**config.mk**
```make
export PLATFORM = sky130hd
export DESIGN_NAME = cable_tdr_seq
export DESIGN_NICKNAME = d
export VERILOG_FILES = /design/src/rtl/tdr_pkg.sv /design/src/rtl/tdr_phase_timer.sv /design/src/rtl/tdr_fault_eval.sv /design/src/rtl/tdr_regfile.sv /design/src/rtl/cable_tdr_seq.sv
export SDC_FILE = /design/constraint.sdc
export NUM_CORES = 1
export LEC_CHECK = 0
export BUFFER_PORTS_ARGS = -buffer_cell sky130_fd_sc_hd__buf_2
export CAP_MARGIN = 20
export CORE_ASPECT_RATIO = 1.1
export CORE_MARGIN = 4
export CORE_UTILIZATION = 53
export CTS_CLUSTER_DIAMETER = 100
export DETAILED_ROUTE_END_ITERATION = 8
export GPL_TIMING_DRIVEN = 0
export PLACE_DENSITY = 0.75
export SLEW_MARGIN = 25
export SYNTH_ARGS = -nofsm -noshare
export SYNTH_HDL_FRONTEND = slang
export SYNTH_HIERARCHICAL = 1
export SYNTH_SLANG_ARGS = --single-unit
```
**constraint.sdc**
```tcl
create_clock -name clk -period 3.45 [get_ports clk]
set_input_delay 0 -clock clk [delete_from_list [all_inputs] [get_ports clk]]
set_output_delay 0 -clock clk [all_outputs]
set_load 0.01 [all_outputs]
```
**src/rtl/tdr_pkg.sv**
```systemverilog
// Package for the cable reflection sequencer.
// Holds the phase encoding, result codes, register map and silence decoding.
package tdr_pkg;

    localparam int ADDR_W = 5;
    localparam int DATA_W = 16;
    localparam int LOC_W  = 10;
    localparam int TAP_W  = 7;

    localparam logic [ADDR_W-1:0] A_CFG1  = 5'h10;
    localparam logic [ADDR_W-1:0] A_CFG2  = 5'h11;
    localparam logic [ADDR_W-1:0] A_DUR   = 5'h12;
    localparam logic [ADDR_W-1:0] A_FAULT = 5'h13;
    localparam logic [ADDR_W-1:0] A_CTRL  = 5'h1E;

    localparam logic [DATA_W-1:0] DUR_RST      = 16'd16000;
    localparam logic [TAP_W-1:0]  TAP_LO_RST   = 7'd4;
    localparam logic [TAP_W-1:0]  TAP_HI_RST   = 7'd36;

    typedef enum logic [2:0] {
        ST_IDLE   = 3'd0,
        ST_PRE    = 3'd1,
        ST_TX     = 3'd2,
        ST_POST   = 3'd3,
        ST_FORCED = 3'd4
    } tdr_state_e;

    typedef enum logic [1:0] {
        RES_OK     = 2'd0,
        RES_OPEN   = 2'd1,
        RES_SHORT  = 2'd2,
        RES_LINKED = 2'd3
    } tdr_res_e;

    // Map a 2-bit silence code to a length in milliseconds.
    function automatic logic [DATA_W-1:0] silence_ms(input logic [1:0] code);
        case (code)
            2'd0:    silence_ms = 16'd0;
            2'd1:    silence_ms = 16'd10;
            2'd2:    silence_ms = 16'd100;
            default: silence_ms = 16'd1000;
        endcase
    endfunction

endpackage

```
**src/rtl/tdr_phase_timer.sv**
```systemverilog
// Phase timer: counts microsecond ticks, or whole milliseconds built from
// US_PER_MS ticks, and flags expiry once target units have elapsed.
// Assumes: run is high for the whole phase; counters clear on expiry or
// when run is low; a target of zero expires in the first cycle.
module tdr_phase_timer #(
    parameter int US_PER_MS = 1000,
    parameter int CNT_W     = 16
) (
    input  logic             clk,
    input  logic             rst_n,
    input  logic             run,
    input  logic             ms_mode,
    input  logic             tick,
    input  logic [CNT_W-1:0] target,
    output logic             expired
);
    localparam int SUB_W = (US_PER_MS > 1) ? $clog2(US_PER_MS) : 1;
    localparam logic [SUB_W-1:0] SUB_LAST = SUB_W'(US_PER_MS - 1);

    logic [SUB_W-1:0] sub_q;
    logic [CNT_W-1:0] cnt_q;
    logic             sub_last;
    logic             unit_step;
    logic             reach;

    // Decode one elapsed unit and whether it completes the target.
    always_comb begin
        sub_last  = (sub_q == SUB_LAST);
        unit_step = ms_mode ? (tick && sub_last) : tick;
        reach     = ({1'b0, cnt_q} + {{CNT_W{1'b0}}, 1'b1}) >= {1'b0, target};
        expired   = run && ((target == '0) || (unit_step && reach));
    end

    // Advance the sub-millisecond and unit counters.
    always_ff @(posedge clk) begin
        if (!rst_n || !run || expired) begin
            sub_q <= '0;
            cnt_q <= '0;
        end else if (tick) begin
            if (!ms_mode) begin
                cnt_q <= cnt_q + 1'b1;
            end else if (sub_last) begin
                sub_q <= '0;
                cnt_q <= cnt_q + 1'b1;
            end else begin
                sub_q <= sub_q + 1'b1;
            end
        end
    end

endmodule

```
**src/rtl/tdr_fault_eval.sv**
```systemverilog
// Fault evaluator: turns a detector sample into a fault word and result code.
// Assumes: inputs are stable in the cycle the caller latches the outputs;
// a link-partner fault overrides any peak.
module tdr_fault_eval
    import tdr_pkg::*;
(
    input  logic              peak_found,
    input  logic              peak_sign,
    input  logic [LOC_W-1:0]  peak_loc,
    input  logic [TAP_W-1:0]  tap_lo,
    input  logic [TAP_W-1:0]  tap_hi,
    input  logic              lp_fault,
    output logic [DATA_W-1:0] fault_word,
    output tdr_res_e          res_code
);
    localparam int PAD_W = LOC_W - TAP_W;

    logic in_window;

    // Keep a peak only when it falls inside the tap window.
    always_comb begin
        in_window = peak_found
                 && (peak_loc >= {{PAD_W{1'b0}}, tap_lo})
                 && (peak_loc <= {{PAD_W{1'b0}}, tap_hi});
        fault_word = '0;
        res_code   = RES_OK;
        if (lp_fault) begin
            res_code = RES_LINKED;
        end else if (in_window) begin
            fault_word = {4'b0, 1'b1, peak_sign, peak_loc};
            res_code   = peak_sign ? RES_OPEN : RES_SHORT;
        end
    end

endmodule

```
**src/rtl/tdr_regfile.sv**
```systemverilog
// Register file: configuration, start request and run status.
// Assumes: reads are combinational on addr; start writes are dropped while
// busy; accept clears the start request and status, finish loads status.
module tdr_regfile
    import tdr_pkg::*;
(
    input  logic              clk,
    input  logic              rst_n,
    input  logic              wr,
    input  logic [ADDR_W-1:0] addr,
    input  logic [DATA_W-1:0] wdata,
    output logic [DATA_W-1:0] rdata,
    input  logic              busy,
    input  logic              accept,
    input  logic              finish,
    input  logic              fin_fail,
    input  tdr_res_e          fin_code,
    input  logic [DATA_W-1:0] fin_fault,
    output logic              start_req,
    output logic [1:0]        pre_code,
    output logic [1:0]        post_code,
    output logic              amp_hi,
    output logic [TAP_W-1:0]  tap_lo,
    output logic [TAP_W-1:0]  tap_hi,
    output logic [DATA_W-1:0] dur_us,
    output logic              done,
    output logic              fail,
    output tdr_res_e          code,
    output logic [DATA_W-1:0] fault
);

    // Configuration registers, writable at any time.
    always_ff @(posedge clk) begin
        if (!rst_n) begin
            pre_code  <= 2'd0;
            post_code <= 2'd0;
            amp_hi    <= 1'b0;
            tap_lo    <= TAP_LO_RST;
            tap_hi    <= TAP_HI_RST;
            dur_us    <= DUR_RST;
        end else if (wr) begin
            case (addr)
                A_CFG1: begin
                    pre_code  <= wdata[1:0];
                    post_code <= wdata[3:2];
                    amp_hi    <= wdata[12];
                end
                A_CFG2: begin
                    tap_lo <= wdata[6:0];
                    tap_hi <= wdata[14:8];
                end
                A_DUR:   dur_us <= wdata;
                default: ;
            endcase
        end
    end

    // Start request: set by a write when not busy, self-cleared on accept.
    always_ff @(posedge clk) begin
        if (!rst_n || accept) begin
            start_req <= 1'b0;
        end else if (wr && (addr == A_CTRL) && wdata[15] && !busy) begin
            start_req <= 1'b1;
        end
    end

    // Run status: cleared when a run is accepted, loaded when it finishes.
    always_ff @(posedge clk) begin
        if (!rst_n || accept) begin
            done  <= 1'b0;
            fail  <= 1'b0;
            code  <= RES_OK;
            fault <= '0;
        end else if (finish) begin
            done  <= 1'b1;
            fail  <= fin_fail;
            code  <= fin_code;
            fault <= fin_fault;
        end
    end

    // Read multiplexer.
    always_comb begin
        case (addr)
            A_CTRL:  rdata = {start_req, 9'b0, code, 2'b0, done, fail};
            A_CFG1:  rdata = {3'b0, amp_hi, 8'b0, post_code, pre_code};
            A_CFG2:  rdata = {1'b0, tap_hi, 1'b0, tap_lo};
            A_DUR:   rdata = dur_us;
            A_FAULT: rdata = fault;
            default: rdata = '0;
        endcase
    end

endmodule

```
**src/rtl/cable_tdr_seq.sv**
```systemverilog
// Cable test reflection sequencer top.
// Steps idle -> pre-silence -> transmit -> post-silence -> forced link.
// Samples the reflection detector on the final transmit cycle, and tracks a
// link partner over the whole transmit phase.
// Assumes: tick_us is a one-cycle pulse; detector inputs are valid at the
// end of transmit.
module cable_tdr_seq
    import tdr_pkg::*;
#(
    parameter int US_PER_MS = 1000
) (
    input  logic              clk,
    input  logic              rst_n,
    input  logic              tick_us,
    input  logic              reg_wr,
    input  logic [ADDR_W-1:0] reg_addr,
    input  logic [DATA_W-1:0] reg_wdata,
    output logic [DATA_W-1:0] reg_rdata,
    input  logic              link_partner_active,
    input  logic              peak_found,
    input  logic              peak_sign,
    input  logic [LOC_W-1:0]  peak_loc,
    output logic              tx_en,
    output logic              tx_amp_hi,
    output logic              force_link,
    output logic [1:0]        result_code
);
    tdr_state_e        state_q;
    tdr_state_e        state_d;
    logic              busy;
    logic              accept;
    logic              expired;
    logic              ms_mode;
    logic [DATA_W-1:0] target;
    logic              start_req;
    logic [1:0]        pre_code;
    logic [1:0]        post_code;
    logic [TAP_W-1:0]  tap_lo;
    logic [TAP_W-1:0]  tap_hi;
    logic [DATA_W-1:0] dur_us;
    logic              done;
    logic              fail;
    tdr_res_e          code;
    logic [DATA_W-1:0] fault;
    logic              lp_seen_q;
    logic              lp_now;
    logic              tx_last;
    logic              finish;
    logic [DATA_W-1:0] eval_fault;
    tdr_res_e          eval_code;
    logic [DATA_W-1:0] hold_fault_q;
    tdr_res_e          hold_code_q;
    logic              hold_fail_q;

    tdr_regfile u_regs (
        .clk       (clk),
        .rst_n     (rst_n),
        .wr        (reg_wr),
        .addr      (reg_addr),
        .wdata     (reg_wdata),
        .rdata     (reg_rdata),
        .busy      (busy),
        .accept    (accept),
        .finish    (finish),
        .fin_fail  (hold_fail_q),
        .fin_code  (hold_code_q),
        .fin_fault (hold_fault_q),
        .start_req (start_req),
        .pre_code  (pre_code),
        .post_code (post_code),
        .amp_hi    (tx_amp_hi),
        .tap_lo    (tap_lo),
        .tap_hi    (tap_hi),
        .dur_us    (dur_us),
        .done      (done),
        .fail      (fail),
        .code      (code),
        .fault     (fault)
    );

    tdr_phase_timer #(
        .US_PER_MS (US_PER_MS),
        .CNT_W     (DATA_W)
    ) u_timer (
        .clk     (clk),
        .rst_n   (rst_n),
        .run     (busy),
        .ms_mode (ms_mode),
        .tick    (tick_us),
        .target  (target),
        .expired (expired)
    );

    tdr_fault_eval u_eval (
        .peak_found (peak_found),
        .peak_sign  (peak_sign),
        .peak_loc   (peak_loc),
        .tap_lo     (tap_lo),
        .tap_hi     (tap_hi),
        .lp_fault   (lp_now),
        .fault_word (eval_fault),
        .res_code   (eval_code)
    );

    // Phase decode, timer target selection and next-state logic.
    always_comb begin
        busy    = (state_q == ST_PRE) || (state_q == ST_TX) || (state_q == ST_POST);
        accept  = ((state_q == ST_IDLE) || (state_q == ST_FORCED)) && start_req;
        ms_mode = (state_q != ST_TX);
        case (state_q)
            ST_PRE:  target = silence_ms(pre_code);
            ST_POST: target = silence_ms(post_code);
            default: target = dur_us;
        endcase
        tx_last = (state_q == ST_TX) && expired;
        finish  = (state_q == ST_POST) && expired;
        lp_now  = lp_seen_q || ((state_q == ST_TX) && link_partner_active);
        state_d = state_q;
        case (state_q)
            ST_IDLE, ST_FORCED: if (accept)  state_d = ST_PRE;
            ST_PRE:             if (expired) state_d = ST_TX;
            ST_TX:              if (expired) state_d = ST_POST;
            ST_POST:            if (expired) state_d = ST_FORCED;
            default:                         state_d = ST_IDLE;
        endcase
    end

    // Phase register.
    always_ff @(posedge clk) begin
        if (!rst_n) state_q <= ST_IDLE;
        else        state_q <= state_d;
    end

    // Link-partner tracker over the transmit phase.
    always_ff @(posedge clk) begin
        if (!rst_n || accept) lp_seen_q <= 1'b0;
        else if (lp_now)      lp_seen_q <= 1'b1;
    end

    // Hold the evaluated result from the last transmit cycle until finish.
    always_ff @(posedge clk) begin
        if (!rst_n) begin
            hold_fault_q <= '0;
            hold_code_q  <= RES_OK;
            hold_fail_q  <= 1'b0;
        end else if (tx_last) begin
            hold_fault_q <= eval_fault;
            hold_code_q  <= eval_code;
            hold_fail_q  <= lp_now;
        end
    end

    // Output decode.
    always_comb begin
        tx_en       = (state_q == ST_TX);
        force_link  = (state_q == ST_FORCED);
        result_code = code;
    end

endmodule

```
==> Word-level counts from Yosys, hierarchy flattened <==
Cells that the tools add are included.
Widths: inputs -> output; s select.
{ "word_totals": {"regBits": 105, "out_inout_bits": 21, "elab_cells": 95} }
{ "classes": {"add_sub_neg": 3, "order_cmp": 3, "n_eq_ne": 20, "mux": 18, "reduce_logical": 33} }
{ "op_table": {"columns": ["op", "count"], "rows": [
  ["$pmux 16 s5", 1],
  ["$pmux 10 s3", 2],
  ["$mux 16", 3],
  ["$pmux 16 s2", 1],
  ["$eq 5x5->1 const B", 5],
  ["$add 16x1->17 const B", 1],
  ["$ge 17x16->1", 1],
  ["$add 16x1->16 const B", 1],
  ["$logic_not 16->1", 1],
  ["$logic_and 1x1->1", 12],
  ["$mux 12", 1],
  ["$mux 3", 4],
  ["$pmux 3 s4", 1],
  ["$add 10x1->10 const B", 1],
  ["$eq 10x10->1 const B", 1],
  ["$ge 10x7->1", 1],
  ["$le 10x7->1", 1],
  ["$mux 10", 1],
  ["$reduce_and 2->1", 5],
  ["$logic_or 1x1->1", 8],
  ["$eq 3x2->1 const B", 2],
  ["$mux 2", 3],
  ["$ne 2x2->1 const B", 3],
  ["$eq 2x1->1 const B", 2],
  ["11 further kinds", 15]
]} }

==> Longest topological paths before layout <==
{ "logic_depth": {"word_depth": 9, "ltp_mapped": 19, "mapped_depth_nobuf": 16} }

==> By module <==
The synthesis kept the hierarchy.
{ "by_module_without_submodules": {"columns": ["module", "n_inst", "cells_each", "area_each_um2", "seq_area_each_um2"], "rows": [
  ["tdr_regfile", 1, 269, 2657.5, 1121.1],
  ["tdr_phase_timer", 1, 242, 1931.9, 520.5],
  ["cable_tdr_seq", 1, 140, 1096.1, 460.4],
  ["tdr_fault_eval", 1, 73, 565.5, 0.0]
]} }

==> Least setup slack after synthesis <==
No wires, ideal clock.
{ "synth_timing": {"path_kind": "reg-to-reg", "startpoint": "reg u_timer.cnt_q[0]", "endpoint": "reg u_regs.code[1]", "setup_ns": 0.128, "arrival_ns": 3.651, "slack_ns": -0.329, "path_stages_with_launch": 18, "n_path_buf": 1, "synth_period_minus_slack_ns": 3.779, "path_cell_list": "dfxtp_1 ha_1 and4_2 nand2_1 nor2_1 nand2_1 xnor2_1 ha_1 nand3_1 nor4_1 a211o_1 nor4b_4 nand2b_1 a21boi_0 and3_1 clkbuf_1 mux2i_1 nor2_1"} }
{ "synth_between": {"elab_chain_len": 6} }
{ "synth_lines": {"columns": ["element", "line_no", "text"], "rows": [
  ["start, declared", "tdr_phase_timer.sv:21", "logic [CNT_W-1:0] cnt_q;"],
  ["start signal, assigned", "tdr_phase_timer.sv:41", "cnt_q <= cnt_q + 1'b1;"],
  ["start signal, assigned", "tdr_phase_timer.sv:44", "cnt_q <= cnt_q + 1'b1;"],
  ["$add 16x1->17", "tdr_phase_timer.sv:30", "reach = ({1'b0, cnt_q} + {{CNT_W{1'b0}}, 1'b1}) >= {1'b0, target};"],
  ["$ge 17x16->1", "tdr_phase_timer.sv:30", null],
  ["$logic_and 1x1->1", "tdr_phase_timer.sv:31", "expired = run && ((target == '0) || (unit_step && reach));"],
  ["$logic_or 1x1->1", "tdr_phase_timer.sv:31", null],
  ["$logic_and 1x1->1", "tdr_phase_timer.sv:31", null],
  ["named net expired", "cable_tdr_seq.sv:32", "logic expired;"],
  ["$logic_and 1x1->1", "cable_tdr_seq.sv:116", "finish = (state_q == ST_POST) && expired;"],
  ["named net finish", "cable_tdr_seq.sv:48", "logic finish;"],
  ["end signal, assigned", "tdr_regfile.sv:77", "code <= fin_code;"],
  ["end, declared", "tdr_regfile.sv:28", "output tdr_res_e code,"]
]} }
The timed path passes the listed nets, and every way through them passes these cells.
A chain may end at the register's enable or synchronous reset.

==> Final worst setup path <==
{ "layout_timing": {"startpoint": "reg u_timer.cnt_q[0]", "endpoint": "reg hold_fault_q[1]"} }
{ "layout_between": {"elab_chain_len": 6} }
{ "layout_lines": {"columns": ["element", "line_no", "text"], "rows": [
  ["$add 16x1->17", "tdr_phase_timer.sv:30", null],
  ["$ge 17x16->1", "tdr_phase_timer.sv:30", null],
  ["$logic_and 1x1->1", "tdr_phase_timer.sv:31", null],
  ["$logic_or 1x1->1", "tdr_phase_timer.sv:31", null],
  ["$logic_and 1x1->1", "tdr_phase_timer.sv:31", null],
  ["named net expired", "cable_tdr_seq.sv:32", null],
  ["$logic_and 1x1->1", "cable_tdr_seq.sv:115", "tx_last = (state_q == ST_TX) && expired;"],
  ["end signal, assigned", "cable_tdr_seq.sv:147", "hold_fault_q <= eval_fault;"],
  ["end, declared", "cable_tdr_seq.sv:51", "logic [DATA_W-1:0] hold_fault_q;"]
]} }
The timed path passes the listed nets, and every way through them passes these cells.

==> run metrics <==
most common cell in the netlist=dfxtp_1; # port buffers=57; first-pass GRT wire length=approximately 28000 um; GRT Util Overall=0.2578; Final nets=roughly 910; Clock Skew=between 10 and 15 ps; vias post-DR=5827; simple-gate area share of the yosys netlist=0.2636; Die Footprint=between 10000 and 15000 um2; Synth top area share=0.3363; Synth Area in Adders=0.06405; drt pass-1 iters=7; Netlist cell types=between 70 and 80; Mean Syn Cell Area=~8.6 um2; slew margin rel.=0.6419; non-filler instance count after layout=between 900 and 1000; Core Rows=41; CP max stage delay=about 370 ps; outcome=finished, violations left; CTS sink count=105; Initial Util=0.5440; Pint=approximately 1.8 mW; die width=111.5 um; number of global-route vias before repair=about 5900; WP data required=between 3000 and 4000 ps; sequential element share of the synthesized area=0.3363; Reg power frac=0.501; Chip Height=~120 um; Clk Latency, worst-skew pair=360 ps; clock buffer depth=2; Main synth FF type=dfxtp_1; detailed placement HPWL=~13000 um; CTS clk-pin slew, worst paths=80 ps; post-synthesis cell area=6251 um2; fmax=around 280 MHz; post-synthesis xor/xnor area fraction=0.03223; Worst Hold Slack=about 44 ps; largest net degree at the start of global routing=21; part of the power in combinational logic=0.078; drt wl/cell=between 15 and 20 um; largest family of logic cells by synthesized area=simple AND/OR/NAND/NOR gates; crit path max-delay cell type=dfxtp_4; leakage=3.128 nW; number of buffers created by CTS=9; critical path cell sequence=ha_4 -> and4_4 -> buf_4 -> nand3_1 -> xnor2_1 -> ha_1 -> nand4_1 -> nor4_4 -> a211o_1 -> nor4b_4 -> nand2b_4 -> a21boi_4 -> and4bb_1 -> buf_6 -> clkbuf_16 -> nand3_2 -> o21ai_1; Routed Antenna Nets=0; total grt overflow=0; Final Wtd Congestion=0.9497; Slew @ Worst Pin=between 500 and 600 ps; placed cells=937; CP Launch Type=flip-flop; initial DRC count=510; Synth Area in Compound Gates=0.1067; wirelength, routed=17900 um; Tcrit/Tclk final=1.032; DRC errors left=0; worst setup margin=-111.1 ps; Max Cap Viol=0; fin. max-slew vios=0; area leader, netlist=dfxtp_1; Via-to-Cell Ratio=between 5 and 6; DP Worst Slack=-470.7 ps; RSZ-0062 raised after global routing=yes; TritonCTS clock tree=yes; # setup viols final=26; P&R area growth vs syn=22.80%; Mapped Cells=roughly 720; ranking of synthesized cells by area=dfxtp_1 34%, mux2i_1 9.0%, ha_1 6.4%; Hold Vio Cnt, Final=0; initial antenna violation count=1; commonest cells in the netlist=105 x dfxtp_1, 95 x nand2_1, 57 x nor2_1; NetSw=about 620 uW; Power Dens Cells=about 320 nW/um2; Final min period=~3600 ps; post-synthesis mux area share=0.1203; Worst setup EP type=flip-flop; Critical Path Fanout Max=6; CTS root buf=clkbuf_16; Sw Ratio=0.2558; Post-synth EDFFs=0; post-layout util=0.6680; async set-or-reset flop fraction in the synthesized netlist=0; failing checks=negative setup slack; setup TNS=-1219 ps; Arrival @ worst endpoint=3800 ps; critical path class=flip-flop to flip-flop; I/O pin count=59; Max VDD drop=approximately 0.29 mV; Core Area=11490 um2; Antenna diodes=0; min-delay worst type=primary input to flip-flop; share of layout cells above drive strength 1=0.2387; # H-tree levels=3; Ys Warns=6; synthesized flop and latch total=between 100 and 150; Clk pwr share=0.421
==> final timing paths <==
kind                                               startpoint  slack (ps)                            end  depth (start not counted)
worst max-delay path            u_timer/cnt_q[0]$_SDFFE_PP0P_        -110   hold_fault_q[1]$_SDFFE_PN0P_                         17
worst min-delay path                                  tick_us          40  u_timer/sub_q[0]$_SDFFE_PP0P_                          4
worst max register to register  u_timer/cnt_q[0]$_SDFFE_PP0P_        -110   hold_fault_q[1]$_SDFFE_PN0P_                         17
worst min register to register   hold_fault_q[2]$_SDFFE_PN0P_         460   hold_fault_q[2]$_SDFFE_PN0P_                          2
==> power by group through the flow <==
| stage | combinational (mW) | clock [mW] | sequential [mW] |
|---|---|---|---|
| after floorplan | 0.105 | 0 | 1.24 |
| after global placement | 0.158 | 0 | 1.25 |
| after detailed placement | 0.164 | 0 | 1.25 |
| after CTS | 0.181 | 1.04 | 1.22 |
| after global routing | 0.206 | 1.09 | 1.22 |
| final | 0.189 | 1.02 | 1.22 |
==> repair_timing <==
item / in CTS / in global routing
hold buffers: 18 / 0
setup buffers: 12 / 9
endpoints found under the hold margin: 37 / 0
cloned: 0 / 1
endpoints found under the setup margin: 42 / 41
pin swaps: 9 / 12
resized for setup: 24 / 50
==> cell type report <==
class                           count  area [um2]
Sequential cell                   105        2120
Timing Repair Buffer               97       655.6
Clock buffer                        9       225.2
Fill cell                         920        3815
Clock inverter                      7       72.57
Multi-Input combinational cell    538        3891
Buffer                             48       381.6
Tap cell                          150       187.7
Inverter                           38       142.6
==> worst max-delay path, delay by kind of cell, from the launching register on <==
kind | cells | cell delay [ps]
simple gates | 8 | 1410
fa+ha+maj | 2 | 480
buf+inv | 3 | 440
compound gates | 3 | 420
flops | 1 | 370
xor+xnor | 1 | 330
==> layer usage <==
metal	wire, um	vias up	share of wire	GRT usage
met4	814	2	0.045	0.1445
met1	7061	2754	0.39	0.3080
li1	-	2752	-	-
met5	11	-	0.00061	0
met3	1205	61	0.067	0.03924
met2	8804	258	0.49	0.4449
==> flip-flops by register name, summed over array words and instances (netlist names), 2 cells and up <==
name	count
u_regs/tap_lo	7
u_regs/post_code	2
u_regs/fault	16
u_timer/sub_q	10
u_regs/tap_hi	7
state_q	3
hold_code_q	2
u_regs/code	2
hold_fault_q	16
u_regs/dur_us	16
u_regs/pre_code	2
u_timer/cnt_q	16
==> kinds of logic after synthesis <==
group,count (synthesis)
DFF,105
buffers and inverters,87
muxes,68
adders and majority gates,32
AOI/OAI and AO/OA,99
xor gates and xnor gates,23
other,1
and+or+nand+nor,309
==> cell usage in the layout, fill, tap and decap left out, types with 4 or more instances in the layout <==
cell,count
a21oi_1,17
a22o_1,4
a22oi_1,7
a31oi_1,7
and2_1,16
buf_12,4
buf_2,65
buf_4,29
buf_6,12
clkbuf_1,12
clkbuf_16,10
conb_1,7
dfxtp_1,95
dfxtp_2,8
dlygate4sd3_1,18
ha_1,31
inv_1,38
mux2_1,5
mux2i_1,56
mux4_2,5
nand2_1,91
nand3_1,33
nand3_2,8
nand4_1,17
nor2_1,54
nor2b_1,19
nor3_1,9
nor3b_1,5
nor3b_2,5
nor4_1,7
o211ai_1,4
o21a_1,9
o21ai_0,14
o21ai_1,13
xnor2_1,9
xor2_1,11
==> metrics by stage <==
| stage | power (mW) | cell area, um2 |
|---|---|---|
| 6_report | 2.430 | 7676 |
| 5_1_grt | 2.512 | 7676 |
| 4_1_cts | 2.434 | 7435 |
| 3_5_place_dp | 1.411 | 6778 |
| 3_3_place_gp | 1.405 | 6778 |
| 2_1_floorplan | 1.350 | 6305 |
(Power assumes the default switching activity.)
